### src/rtl/stagger_pkg.sv
`timescale 1ns/1ps
package stagger_pkg;

    // Fixed calibration/capture steps that open every frame
    localparam int unsigned LEAD_STEPS = 4;
    // Zero-based frame position of the input-capture step
    localparam int unsigned CAPTURE_POS = 3;

    typedef enum logic [2:0] {
        STEP_ZREF,
        STEP_AZERO,
        STEP_ACAL,
        STEP_CAPTURE,
        STEP_APPROX,
        STEP_HANDOFF
    } step_e;

    typedef struct packed {
        logic zref;
        logic azero;
        logic acal;
        logic capture;
        logic approx;
        logic handoff;
    } strobe_t;

    // Map a zero-based frame position to its step
    function automatic step_e step_at(input int unsigned pos, input int unsigned sar_len);
        step_e s;
        if (pos == 0)                          s = STEP_ZREF;
        else if (pos == 1)                     s = STEP_AZERO;
        else if (pos == 2)                     s = STEP_ACAL;
        else if (pos == CAPTURE_POS)           s = STEP_CAPTURE;
        else if (pos < LEAD_STEPS + sar_len)   s = STEP_APPROX;
        else                                   s = STEP_HANDOFF;
        return s;
    endfunction

    function automatic strobe_t strobes_for(input step_e s);
        strobe_t o;
        o = '0;
        case (s)
            STEP_ZREF:    o.zref    = 1'b1;
            STEP_AZERO:   o.azero   = 1'b1;
            STEP_ACAL:    o.acal    = 1'b1;
            STEP_CAPTURE: o.capture = 1'b1;
            STEP_APPROX:  o.approx  = 1'b1;
            default:      o.handoff = 1'b1;
        endcase
        return o;
    endfunction

endpackage

### src/rtl/section_frame.sv
`timescale 1ns/1ps
module section_frame
    import stagger_pkg::*;
#(
    parameter int unsigned SAR_CYC   = 11,
    parameter int unsigned FRAME_LEN = SAR_CYC + LEAD_STEPS + 1,
    parameter int unsigned POS_W     = $clog2(FRAME_LEN),
    parameter int unsigned SECT_ID   = 0
) (
    input  logic    clk,
    input  logic    rst,
    output strobe_t stb
);
    localparam int unsigned    RST_POS_I = (FRAME_LEN - (SECT_ID % FRAME_LEN)) % FRAME_LEN;
    localparam logic [POS_W-1:0] RST_POS = POS_W'(RST_POS_I);
    localparam logic [POS_W-1:0] LAST    = POS_W'(FRAME_LEN - 1);

    logic [POS_W-1:0] pos_q;

    always_ff @(posedge clk) begin
        if (rst)               pos_q <= RST_POS;
        else if (pos_q == LAST) pos_q <= '0;
        else                   pos_q <= pos_q + 1'b1;
    end

    always_comb stb = strobes_for(step_at(int'(pos_q), SAR_CYC));

    AST_ZREF_THEN_AZERO: assert property (@(posedge clk) disable iff (rst)
        stb.zref |=> stb.azero) else $error("zref not followed by azero");
    AST_AZERO_THEN_ACAL: assert property (@(posedge clk) disable iff (rst)
        stb.azero |=> stb.acal) else $error("azero not followed by acal");
    AST_ACAL_THEN_CAPTURE: assert property (@(posedge clk) disable iff (rst)
        stb.acal |=> stb.capture) else $error("acal not followed by capture");
    AST_CAPTURE_THEN_APPROX: assert property (@(posedge clk) disable iff (rst)
        stb.capture |=> stb.approx) else $error("capture not followed by approx");
    AST_HANDOFF_THEN_ZREF: assert property (@(posedge clk) disable iff (rst)
        stb.handoff |=> stb.zref) else $error("handoff not followed by zref");
    AST_SINGLE_STEP: assert property (@(posedge clk) disable iff (rst)
        $countones(stb) == 1) else $error("section step strobes not one-hot");

endmodule

### src/rtl/slot_tracker.sv
`timescale 1ns/1ps
module slot_tracker
    import stagger_pkg::*;
#(
    parameter int unsigned FRAME_LEN = 16,
    parameter int unsigned IDX_W     = $clog2(FRAME_LEN)
) (
    input  logic             clk,
    input  logic             rst,
    output logic [IDX_W-1:0] cap_idx,
    output logic [IDX_W-1:0] hand_idx
);
    // Section at capture after reset is the one whose offset lands on CAPTURE_POS
    localparam logic [IDX_W-1:0] CAP_RST  = IDX_W'((FRAME_LEN - CAPTURE_POS) % FRAME_LEN);
    // Section at handoff after reset sits on the last frame position
    localparam logic [IDX_W-1:0] HAND_RST = IDX_W'(1 % FRAME_LEN);
    localparam logic [IDX_W-1:0] LAST     = IDX_W'(FRAME_LEN - 1);

    always_ff @(posedge clk) begin
        if (rst) begin
            cap_idx  <= CAP_RST;
            hand_idx <= HAND_RST;
        end else begin
            cap_idx  <= (cap_idx  == LAST) ? '0 : cap_idx  + 1'b1;
            hand_idx <= (hand_idx == LAST) ? '0 : hand_idx + 1'b1;
        end
    end

endmodule

### src/rtl/stagger_seq.sv
`timescale 1ns/1ps
module stagger_seq
    import stagger_pkg::*;
#(
    parameter  int unsigned SAR_CYC = 11,
    localparam int unsigned NSECT   = SAR_CYC + LEAD_STEPS + 1,
    localparam int unsigned IDX_W   = $clog2(NSECT)
) (
    input  logic             clk,
    input  logic             rst,
    output logic [NSECT-1:0] zref_stb,
    output logic [NSECT-1:0] azero_stb,
    output logic [NSECT-1:0] acal_stb,
    output logic [NSECT-1:0] samp_stb,
    output logic [NSECT-1:0] sar_stb,
    output logic [NSECT-1:0] xfer_stb,
    output logic [IDX_W-1:0] samp_idx,
    output logic [IDX_W-1:0] xfer_idx
);
    localparam logic [IDX_W-1:0] IDX_GAP = IDX_W'(NSECT - 1 - CAPTURE_POS);

    strobe_t sect_stb [NSECT];

    for (genvar k = 0; k < NSECT; k++) begin : g_sect
        section_frame #(
            .SAR_CYC  (SAR_CYC),
            .FRAME_LEN(NSECT),
            .POS_W    (IDX_W),
            .SECT_ID  (k)
        ) u_sect (
            .clk(clk),
            .rst(rst),
            .stb(sect_stb[k])
        );
        assign zref_stb[k]  = sect_stb[k].zref;
        assign azero_stb[k] = sect_stb[k].azero;
        assign acal_stb[k]  = sect_stb[k].acal;
        assign samp_stb[k]  = sect_stb[k].capture;
        assign sar_stb[k]   = sect_stb[k].approx;
        assign xfer_stb[k]  = sect_stb[k].handoff;
    end

    slot_tracker #(
        .FRAME_LEN(NSECT),
        .IDX_W    (IDX_W)
    ) u_slots (
        .clk     (clk),
        .rst     (rst),
        .cap_idx (samp_idx),
        .hand_idx(xfer_idx)
    );

    AST_ONE_CAPTURE: assert property (@(posedge clk) disable iff (rst)
        $countones(samp_stb) == 1) else $error("capture strobe count not one");
    AST_ONE_HANDOFF: assert property (@(posedge clk) disable iff (rst)
        $countones(xfer_stb) == 1) else $error("handoff strobe count not one");
    AST_CAP_IDX_MATCH: assert property (@(posedge clk) disable iff (rst)
        samp_stb[samp_idx]) else $error("samp_idx does not point at capturing section");
    AST_HAND_IDX_MATCH: assert property (@(posedge clk) disable iff (rst)
        xfer_stb[xfer_idx]) else $error("xfer_idx does not point at handoff section");
    AST_IDX_GAP: assert property (@(posedge clk) disable iff (rst)
        IDX_W'(samp_idx - xfer_idx) == IDX_GAP) else $error("index gap wrong");
    AST_STAGGER: assert property (@(posedge clk) disable iff (rst)
        !$past(rst) |-> samp_stb == {$past(samp_stb[NSECT-2:0]), $past(samp_stb[NSECT-1])})
        else $error("capture pattern not staggered by one clock");

endmodule

### config.mk
export PLATFORM = sky130hd
export DESIGN_NAME = stagger_seq
export DESIGN_NICKNAME = d
export VERILOG_FILES = /design/src/rtl/stagger_pkg.sv /design/src/rtl/section_frame.sv /design/src/rtl/slot_tracker.sv /design/src/rtl/stagger_seq.sv
export SDC_FILE = /design/constraint.sdc
export NUM_CORES = 1
export LEC_CHECK = 0
export BUFFER_PORTS_ARGS = -buffer_cell sky130_fd_sc_hd__buf_4
export CAP_MARGIN = 40
export CORE_ASPECT_RATIO = 1.5
export CORE_MARGIN = 5
export CORE_UTILIZATION = 35
export CTS_CLUSTER_DIAMETER = 30
export DETAILED_ROUTE_END_ITERATION = 8
export PLACE_DENSITY = 0.58
export SYNTH_ARGS = -nofsm -noshare
export SYNTH_HDL_FRONTEND = slang
export SYNTH_SLANG_ARGS = --single-unit
### constraint.sdc
create_clock -name clk -period 1.4 [get_ports clk]
set_clock_uncertainty 0.05 [all_clocks]
set_input_delay 0.07 -clock clk [delete_from_list [all_inputs] [get_ports clk]]
set_output_delay 0.07 -clock clk [all_outputs]
set_load 0.005 [all_outputs]
==> results of run 1 <==
## critical path, cell delays in order (launching register included)
cell and delay [ps]:
dfxtp_2 350, clkinvlp_4 110, ha_2 190, or3_4 370, a22oi_2 180, buf_4 130
## synthesized netlist by cell type, drive strengths merged, types with 5 or more instances
| cell | instances | share of area |
|---|---|---|
| a21oi | 31 | 0.036 |
| and2 | 15 | 0.022 |
| and3 | 31 | 0.045 |
| and3b | 7 | 0.014 |
| and4b | 7 | 0.016 |
| clkbuf | 8 | 0.0069 |
| dfxtp | 72 | 0.33 |
| ha | 66 | 0.19 |
| inv | 47 | 0.041 |
| nand2 | 21 | 0.018 |
| nor2 | 46 | 0.040 |
| nor3 | 22 | 0.025 |
| nor3b | 13 | 0.023 |
| nor4 | 5 | 0.0072 |
| nor4b | 11 | 0.022 |
| o21a | 5 | 0.0087 |
| o21ai | 27 | 0.031 |
| o311ai | 8 | 0.016 |
| o31a | 5 | 0.010 |
| or2 | 8 | 0.012 |
| or4 | 7 | 0.012 |
| xnor2 | 25 | 0.051 |
## final timing paths
kind	start	endpoint	slack, ps	depth (start not counted)
max reg2reg	g_sect[13].u_sect.pos_q[1]$_SDFF_PP1_	g_sect[13].u_sect.pos_q[3]$_SDFF_PP0_	20	4
min reg2reg	g_sect[12].u_sect.pos_q[0]$_SDFF_PP0_	g_sect[12].u_sect.pos_q[0]$_SDFF_PP0_	440	1
max	g_sect[9].u_sect.pos_q[1]$_SDFF_PP1_	sar_stb[9]	-380	5
min	rst	g_sect[13].u_sect.pos_q[3]$_SDFF_PP0_	110	3
## layer usage
layer	up-vias	part of all wire	track usage	wire, um
met5	-	0	0	0
met4	0	0.023	0.0661	284
met3	24	0.033	0.0224	412
met2	85	0.58	0.328	7290
met1	2080	0.36	0.162	4590
li1	2136	-	-	-
## flip-flops by register name, summed over array words and instances, names as in the netlist
register and cells:
u_slots.cap_idx 4, u_slots.hand_idx 4, g_sect.u_sect.pos_q 64
## cell type report
class	instances	area, um^2
Tap cell	153	191
Sequential cell	72	1560
Timing Repair Buffer	195	1720
Inverter	50	254
Fill cell	925	3990
Multi-Input combinational cell	370	4040
Clock buffer	10	239
Clock inverter	6	82.6
## power by group
part	total, mW	switching (mW)	internal, mW
combinational	3.43	1.44	1.99
sequential	2.96	0.568	2.39
clock	2.46	0.860	1.60
total	8.85	2.87	5.98
## kinds of logic after synthesis
group | synth area share
buffers and inverters | 0.0506
AND/OR/NAND/NOR | 0.263
AO/OA/AOI/OAI | 0.112
XOR/XNOR | 0.0506
adder cells (fa/ha/maj) | 0.191
flip-flops | 0.333
## per-stage QoR
stage,util,TNS (ps)
finish,0.670,-7950
global route,0.670,-12770
detailed placement,0.455,-273
global placement,0.455,-78.0
CTS,0.619,-7360
floorplan,-,0
## what timing repair did
action,in CTS,in global routing
hold buffers,0,0
setup endpoints to repair,95,94
resized for setup,326,109
pin swaps,94,73
setup buffers,43,30
==> impl_metrics.json, run 1 <==
{
  "drive_gt1_frac": 0.642,
  "area_growth_pct": 86.8,
  "dpl_cell_area_um2": 5490,
  "post-place-ws_ps": -93.6,
  "hp-class": "in2reg",
  "syn-num-nets": 568,
  "cts_tree": "yes",
  "die_w_um": 101,
  "synth_async_sr_flop_share": 0,
  "grt_pass1_wl_mm": 20.2,
  "tightest_slew_ps": 379,
  "holdWs_ps": 113,
  "arrival_ps": 1660,
  "htree_levels": 3,
  "drt_iter0_drc": 57,
  "yosys_warnings": 0,
  "dpl.hpwl_mm": 7.69,
  "instances_no_fill": 856,
  "syn_area_um2": 4330,
  "cts_buffer_depth": 2,
  "synth_area_per_cell_um2": 8.66,
  "cts_root_buf": "clkbuf_16",
  "place_inst": 775,
  "power_mw": 8.85,
  "rsz0062_at_grt": "yes",
  "ys_seq_elements": 72,
  "netlist_instances": 500,
  "gp_congestion": 0.752,
  "dr.pass1.iters": 4,
  "cp.required_ps": 1280,
  "clk_pin_slew_ps": 60,
  "fin_crit_sh": 1.27,
  "drc": 0,
  "vias_per_cell": 5.05,
  "n_antenna_cell": 0,
  "fin_crit_ps": 1780,
  "ant_nets": 0,
  "io_buffers": 105,
  "final_common_cell": "buf_4",
  "synth-edff-count": 0,
  "cts_sinks": 72,
  "layout_common_cells": "buf_4 (134), ha_4 (58), buf_6 (58)",
  "power-per-cell-area_nw_per_um2": 1090,
  "hold_viol": 0,
  "endpoint_kind": "output pin",
  "worst-path-max-fanout": 3,
  "fin_ws_ps": -381,
  "synth_cell_types": 34,
  "ir_drop_mv": 0.676,
  "grt_antenna_before_repair": 0,
  "yosysSeqAreaShare": 0.333,
  "synth_ff_type": "dfxtp_1",
  "dr_total_vias": 4325,
  "p_leak_nw": 3.31,
  "path_class": "reg2out",
  "critPathLaunchType": "flop",
  "grt_max_degree": 45,
  "grt_use_total": 0.164,
  "setup_violations": 74,
  "grt_pass1_vias": 4395,
  "core-area_um2": 12100,
  "clock_latency_ps": 330,
  "rows": 49,
  "max_freq_ghz": 0.561,
  "wl_per_cell_um": 14.7,
  "drv_slew": 0,
  "wl_mm": 12.6,
  "die_h_um": 146,
  "io-pin-count": 106,
  "die_area_um2": 14700,
  "cts_made_buffers": 9,
  "overflow": 0,
  "status": "finished with violations",
  "max_cap_viol_count": 0,
  "stdcell_area_um2": 8090,
  "violations": "negative setup slack",
  "final_nets": 766,
  "maxSlewHeadroom": 0.746,
  "initial_core_util": 0.358
}
Note: power is estimated with default switching activity, not from simulation.
==> run 2: changes to the inputs <==
Settings changed: SKIP_CTS_REPAIR_TIMING from default to 1.
==> impl_metrics.json, run 2 (same netlist as run 1, synthesis figures left out) <==
{
  "dpl_cell_area_um2": 5490,
  "power_mw": 8.53,
  "io-pin-count": 106,
  "largest_reg_flops": 64,
  "largest-register": "g_sect.u_sect.pos_q",
  "wl_per_cell_um": 14.6,
  "overflow": 0,
  "gp_congestion": 0.752,
  "initial_core_util": 0.358,
  "grt_use_total": 0.137,
  "vias_per_cell": 5.07,
  "htree_levels": 3,
  "instances_no_fill": 830,
  "setup_violations": 70,
  "ant_nets": 0,
  "dr.pass1.iters": 4,
  "power-per-cell-area_nw_per_um2": 1120,
  "place_inst": 775,
  "clk_pin_slew_ps": 60,
  "dr_total_vias": 4206,
  "grt_pass1_vias": 3915,
  "cts_root_buf": "clkbuf_16",
  "rows": 49,
  "n_antenna_cell": 0,
  "stdcell_area_um2": 7650,
  "die_area_um2": 14700,
  "wl_mm": 12.1,
  "violations": "negative setup slack",
  "dpl.hpwl_mm": 7.69,
  "ir_drop_mv": 0.641,
  "endpoint_kind": "output pin",
  "worst-path-max-fanout": 3,
  "cts_buffer_depth": 2,
  "fillers": 985,
  "fin_setup_tns_ps": -7540,
  "die_w_um": 101,
  "grt_antenna_before_repair": 0,
  "grt_pass1_wl_mm": 16.8,
  "fin_ws_ps": -347,
  "io_buffers": 105,
  "hp-class": "in2reg",
  "drive_gt1_frac": 0.613,
  "intPower_mw": 5.77,
  "netSwitchingFraction": 0.323,
  "cts_made_buffers": 9,
  "cts_tree": "yes",
  "rsz0062_at_grt": "yes",
  "reg_top3": "g_sect.u_sect.pos_q (64), u_slots.cap_idx (4), u_slots.hand_idx (4)",
  "clock_latency_ps": 330,
  "final_nets": 740,
  "arrival_ps": 1630,
  "sequentialPowerShare": 0.346,
  "p_leak_nw": 3.13,
  "area_growth_pct": 76.8,
  "cp.required_ps": 1280,
  "fin_crit_ps": 1750,
  "switchingPower_mw": 2.76,
  "fin_crit_sh": 1.25,
  "utilization": 0.633,
  "layout_common_cells": "buf_4 (130), ha_4 (53), buf_6 (37)",
  "max_cap_viol_count": 0,
  "hold_viol": 0,
  "drv_slew": 0,
  "max_freq_ghz": 0.572,
  "critPathLaunchType": "flop",
  "core-area_um2": 12100,
  "final_common_cell": "buf_4",
  "pwr-share-comb": 0.366,
  "status": "finished with violations",
  "drt_iter0_drc": 58,
  "tightest_slew_ps": 438,
  "die_h_um": 146,
  "cts_sinks": 72,
  "path_class": "reg2out",
  "maxSlewHeadroom": 0.704,
  "drc": 0,
  "grt_max_degree": 45,
  "p_clk_frac": 0.288
}
run 2: critical path: stages, from the launching register on:
cell and delay, ps:
dfxtp_2 330, buf_4 150, ha_2 170, or3_4 370
a22oi_2 150, buf_4 130
run 2: worst paths after layout:
path | start | end | slack, ps | cells after the start
max reg2reg | g_sect[15].u_sect.pos_q[0]$_SDFF_PP1_ | g_sect[15].u_sect.pos_q[3]$_SDFF_PP0_ | 130 | 6
min | rst | g_sect[14].u_sect.pos_q[2]$_SDFF_PP0_ | 130 | 3
max | g_sect[9].u_sect.pos_q[1]$_SDFF_PP1_ | sar_stb[9] | -350 | 5
min reg2reg | g_sect[12].u_sect.pos_q[0]$_SDFF_PP0_ | g_sect[12].u_sect.pos_q[0]$_SDFF_PP0_ | 420 | 1
run 2: metal layers:
metal	global-route usage	wire length, um	vias up
met2	0.271	7060	79
met3	0.0220	387	21
met5	0	0	-
met1	0.134	4400	2018
li1	-	-	2088
met4	0.0573	253	0
run 2: cell type report:
type                    count  area, um^2  share of cell area
flip-flops and latches     72        1550               0.202
repair buffers            169        1430               0.187
well taps                 153         191              0.0250
clock buffers              10         239              0.0312
multi-input cells         370        3910               0.511
inverters                  50         249              0.0325
clock inverters             6        82.6              0.0108
run 2: power by group through the flow:
stage / Sequential, mW / Clock (mW) / Combinational, mW
floorplan: 2.71 / 0 / 1.24
global placement: 2.74 / 0 / 2.01
detailed placement: 2.75 / 0 / 2.09
CTS: 2.71 / 2.52 / 2.10
global route: 3.02 / 2.63 / 3.43
finish: 2.95 / 2.46 / 3.12
run 2: through the flow:
step	hold WS, ps	worst slack (ps)
after detailed placement	439	-93.6
final	127	-347
after CTS	125	-461
after global placement	430	-57.7
after global routing	129	-415
after floorplan	322	13.8
==> run 3: changes to the inputs <==
Settings changed: SYNTH_HIERARCHICAL from default to 1.
==> impl_metrics.json, run 3 <==
{
  "status": "finished with violations",
  "violations": "negative setup slack",
  "yosysMostFrequentCell": "dfxtp_1",
  "overflow": 0,
  "ff2ff_setup_slack_ps": 80,
  "instances_no_fill": 819,
  "grt_pass1_vias": 3685,
  "synth.area.mux_share": 0,
  "synth_common_cells": "dfxtp_1 (72), ha_1 (66), nor2_1 (49), inv_1 (37), a21oi_1 (29)",
  "hp-class": "in2reg",
  "yosysTopAreaCell": "dfxtp_1",
  "fin_crit_ps": 1710,
  "holdWs_ps": 203,
  "p_leak_nw": 3.04,
  "io-pin-count": 106,
  "grt_busiest_layer": "met2",
  "htree_levels": 3,
  "synth.area.top_cells": "dfxtp_1 (32%), ha_1 (18%), xnor2_1 (5.4%), nor2_1 (4.1%), a21oi_1 (3.2%)",
  "syn_area_um2": 4520,
  "whs_path_depth": 2,
  "synth_xor_area_frac": 0.0542,
  "area_growth_pct": 66.3,
  "worst-path-max-fanout": 4,
  "die_area_um2": 15300,
  "core-area_um2": 12800,
  "fillers": 1067,
  "r2r-end": "g_sect[0].u_sect/pos_q[3]$_SDFF_PP0_",
  "reg_top3": "g_sect.u_sect/pos_q (64), u_slots/cap_idx (4), u_slots/hand_idx (4)",
  "layout_common_cells": "buf_4 (122), ha_4 (50), dfxtp_1 (29)",
  "r2r_start": "g_sect[0].u_sect/pos_q[0]$_SDFF_PP0_",
  "cts_root_buf": "clkbuf_16",
  "gp_congestion": 0.790,
  "dpl_cell_area_um2": 5580,
  "syn-num-nets": 567,
  "use_met3": 0.0267,
  "setup_violations": 67,
  "synth_area_per_cell_um2": 9.06,
  "largest-register": "g_sect.u_sect/pos_q",
  "synth_async_sr_flop_share": 0,
  "synth_cell_types": 40,
  "cts_buffer_depth": 2,
  "drc": 0,
  "synth_top_area_frac": 0.319,
  "rsz0062_at_grt": "yes",
  "worst_r2r_path_depth": 4,
  "rows": 51,
  "synth-edff-count": 0,
  "dpl.hpwl_mm": 7.49,
  "wl_mm": 11.6,
  "dr.pass1.iters": 4,
  "grt_pass1_wl_mm": 15.8,
  "clk_pin_slew_ps": 60,
  "n_antenna_cell": 0,
  "maxSlewHeadroom": 0.542,
  "max_freq_ghz": 0.586,
  "critPathLaunchType": "flop",
  "drive_gt1_frac": 0.620,
  "seq_area_um2": 1560,
  "grt_antenna_before_repair": 0,
  "tightest_slew_ps": 687,
  "final_common_cell": "buf_4",
  "netlist_instances": 499,
  "synth_simple_gate_area_frac": 0.284,
  "synth_compound_area_frac": 0.110,
  "cts_tree": "yes",
  "clock_latency_ps": 330,
  "io_buffers": 105,
  "largest_reg_flops": 64,
  "die_w_um": 103,
  "fin_ws_ps": -306,
  "hold_end": "g_sect[5].u_sect/pos_q[2]$_SDFF_PP0_",
  "stdcell_area_um2": 7520,
  "power-per-cell-area_nw_per_um2": 1080,
  "utilization": 0.586,
  "max_cap_viol_count": 0,
  "vias_per_cell": 5.01,
  "synthAdderAreaFrac": 0.183,
  "cts_made_buffers": 9,
  "ir_drop_mv": 0.555,
  "synth_ff_type": "dfxtp_1",
  "path_class": "reg2out",
  "ant_nets": 0,
  "grt_use_total": 0.125,
  "die_h_um": 149,
  "ys_seq_elements": 72,
  "drv_slew": 0,
  "yosys_warnings": 6,
  "use_met1": 0.132,
  "drt_iter0_drc": 63,
  "place_inst": 775,
  "worstHoldStart": "rst",
  "grt_max_degree": 70,
  "wl_per_cell_um": 14.2,
  "cts_sinks": 72,
  "cp.required_ps": 1280,
  "multi_input_area_um2": 4030,
  "endpoint_kind": "output pin",
  "hold_viol": 0,
  "fin_crit_sh": 1.22,
  "dr_total_vias": 4102,
  "arrival_ps": 1590,
  "use_met2": 0.233,
  "yosysSeqAreaShare": 0.319,
  "final_nets": 723,
  "initial_core_util": 0.353,
  "synth_top_family_by_area": "simple AND/OR/NAND/NOR gates"
}
==> run 3: how the worst max path moves through the flow <==
stage	start	depth (start not counted)	slack, ps	endpoint
after floorplan	g_sect[12].u_sect/pos_q[0]$_SDFF_PP0_	4	70	sar_stb[12]
after global placement	g_sect[9].u_sect/pos_q[0]$_SDFF_PP1_	5	-40	azero_stb[9]
after detailed placement	g_sect[11].u_sect/pos_q[0]$_SDFF_PP1_	5	-70	sar_stb[11]
after CTS	g_sect[11].u_sect/pos_q[0]$_SDFF_PP1_	5	-440	sar_stb[11]
after global routing	g_sect[11].u_sect/pos_q[1]$_SDFF_PP0_	5	-370	sar_stb[11]
final	g_sect[9].u_sect/pos_q[0]$_SDFF_PP1_	5	-310	sar_stb[9]
==> run 3: report_power, final <==
group | leakage (nW) | internal (mW) | total, mW | switching, mW
logic | 2.30 | 1.74 | 3.05 | 1.30
registers | 0.604 | 2.39 | 2.98 | 0.583
clock network | 0.127 | 1.25 | 2.12 | 0.872
total | 3.04 | 5.39 | 8.14 | 2.76
==> run 3: critical path, stage by stage (launching register included) <==
cell     delay, ps
dfxtp_4        380
inv_4           50
ha_2           200
or3_4          340
a22oi_2        150
buf_4          130
==> run 3: final cells by class <==
type,count,share of cell area
timing repair buffer,150,0.164
clock buffer,10,0.0318
sequential,72,0.207
clock inverter,6,0.00582
inverter,46,0.0296
multi-input combinational,376,0.536
tap,159,0.0265
==> run 3: logic make-up (layout without fill, tap and decap cells) <==
group           count (synthesis)  count (layout)
simple gates                  204             204
compound gates                 78              78
fa+ha+maj                      66              66
flops                          72              72
buf+inv                        51             212
xor+xnor                       28              28
==> run 3: metrics by stage <==
stage / power (mW) / worst slack, ps / setup TNS [ps]
2_1_floorplan: 4.09 / 70.0 / 0
6_report: 8.14 / -306 / -7280
3_5_place_dp: 4.89 / -73.7 / -213
3_3_place_gp: 4.81 / -36.3 / -36.3
4_1_cts: 7.07 / -442 / -20620
5_1_grt: 8.66 / -371 / -11670
==> run 3: routing by layer <==
metal	wire (um)	share of wire
met1	4470	0.38
met2	6600	0.57
met3	415	0.036
met4	153	0.013
met5	0	0
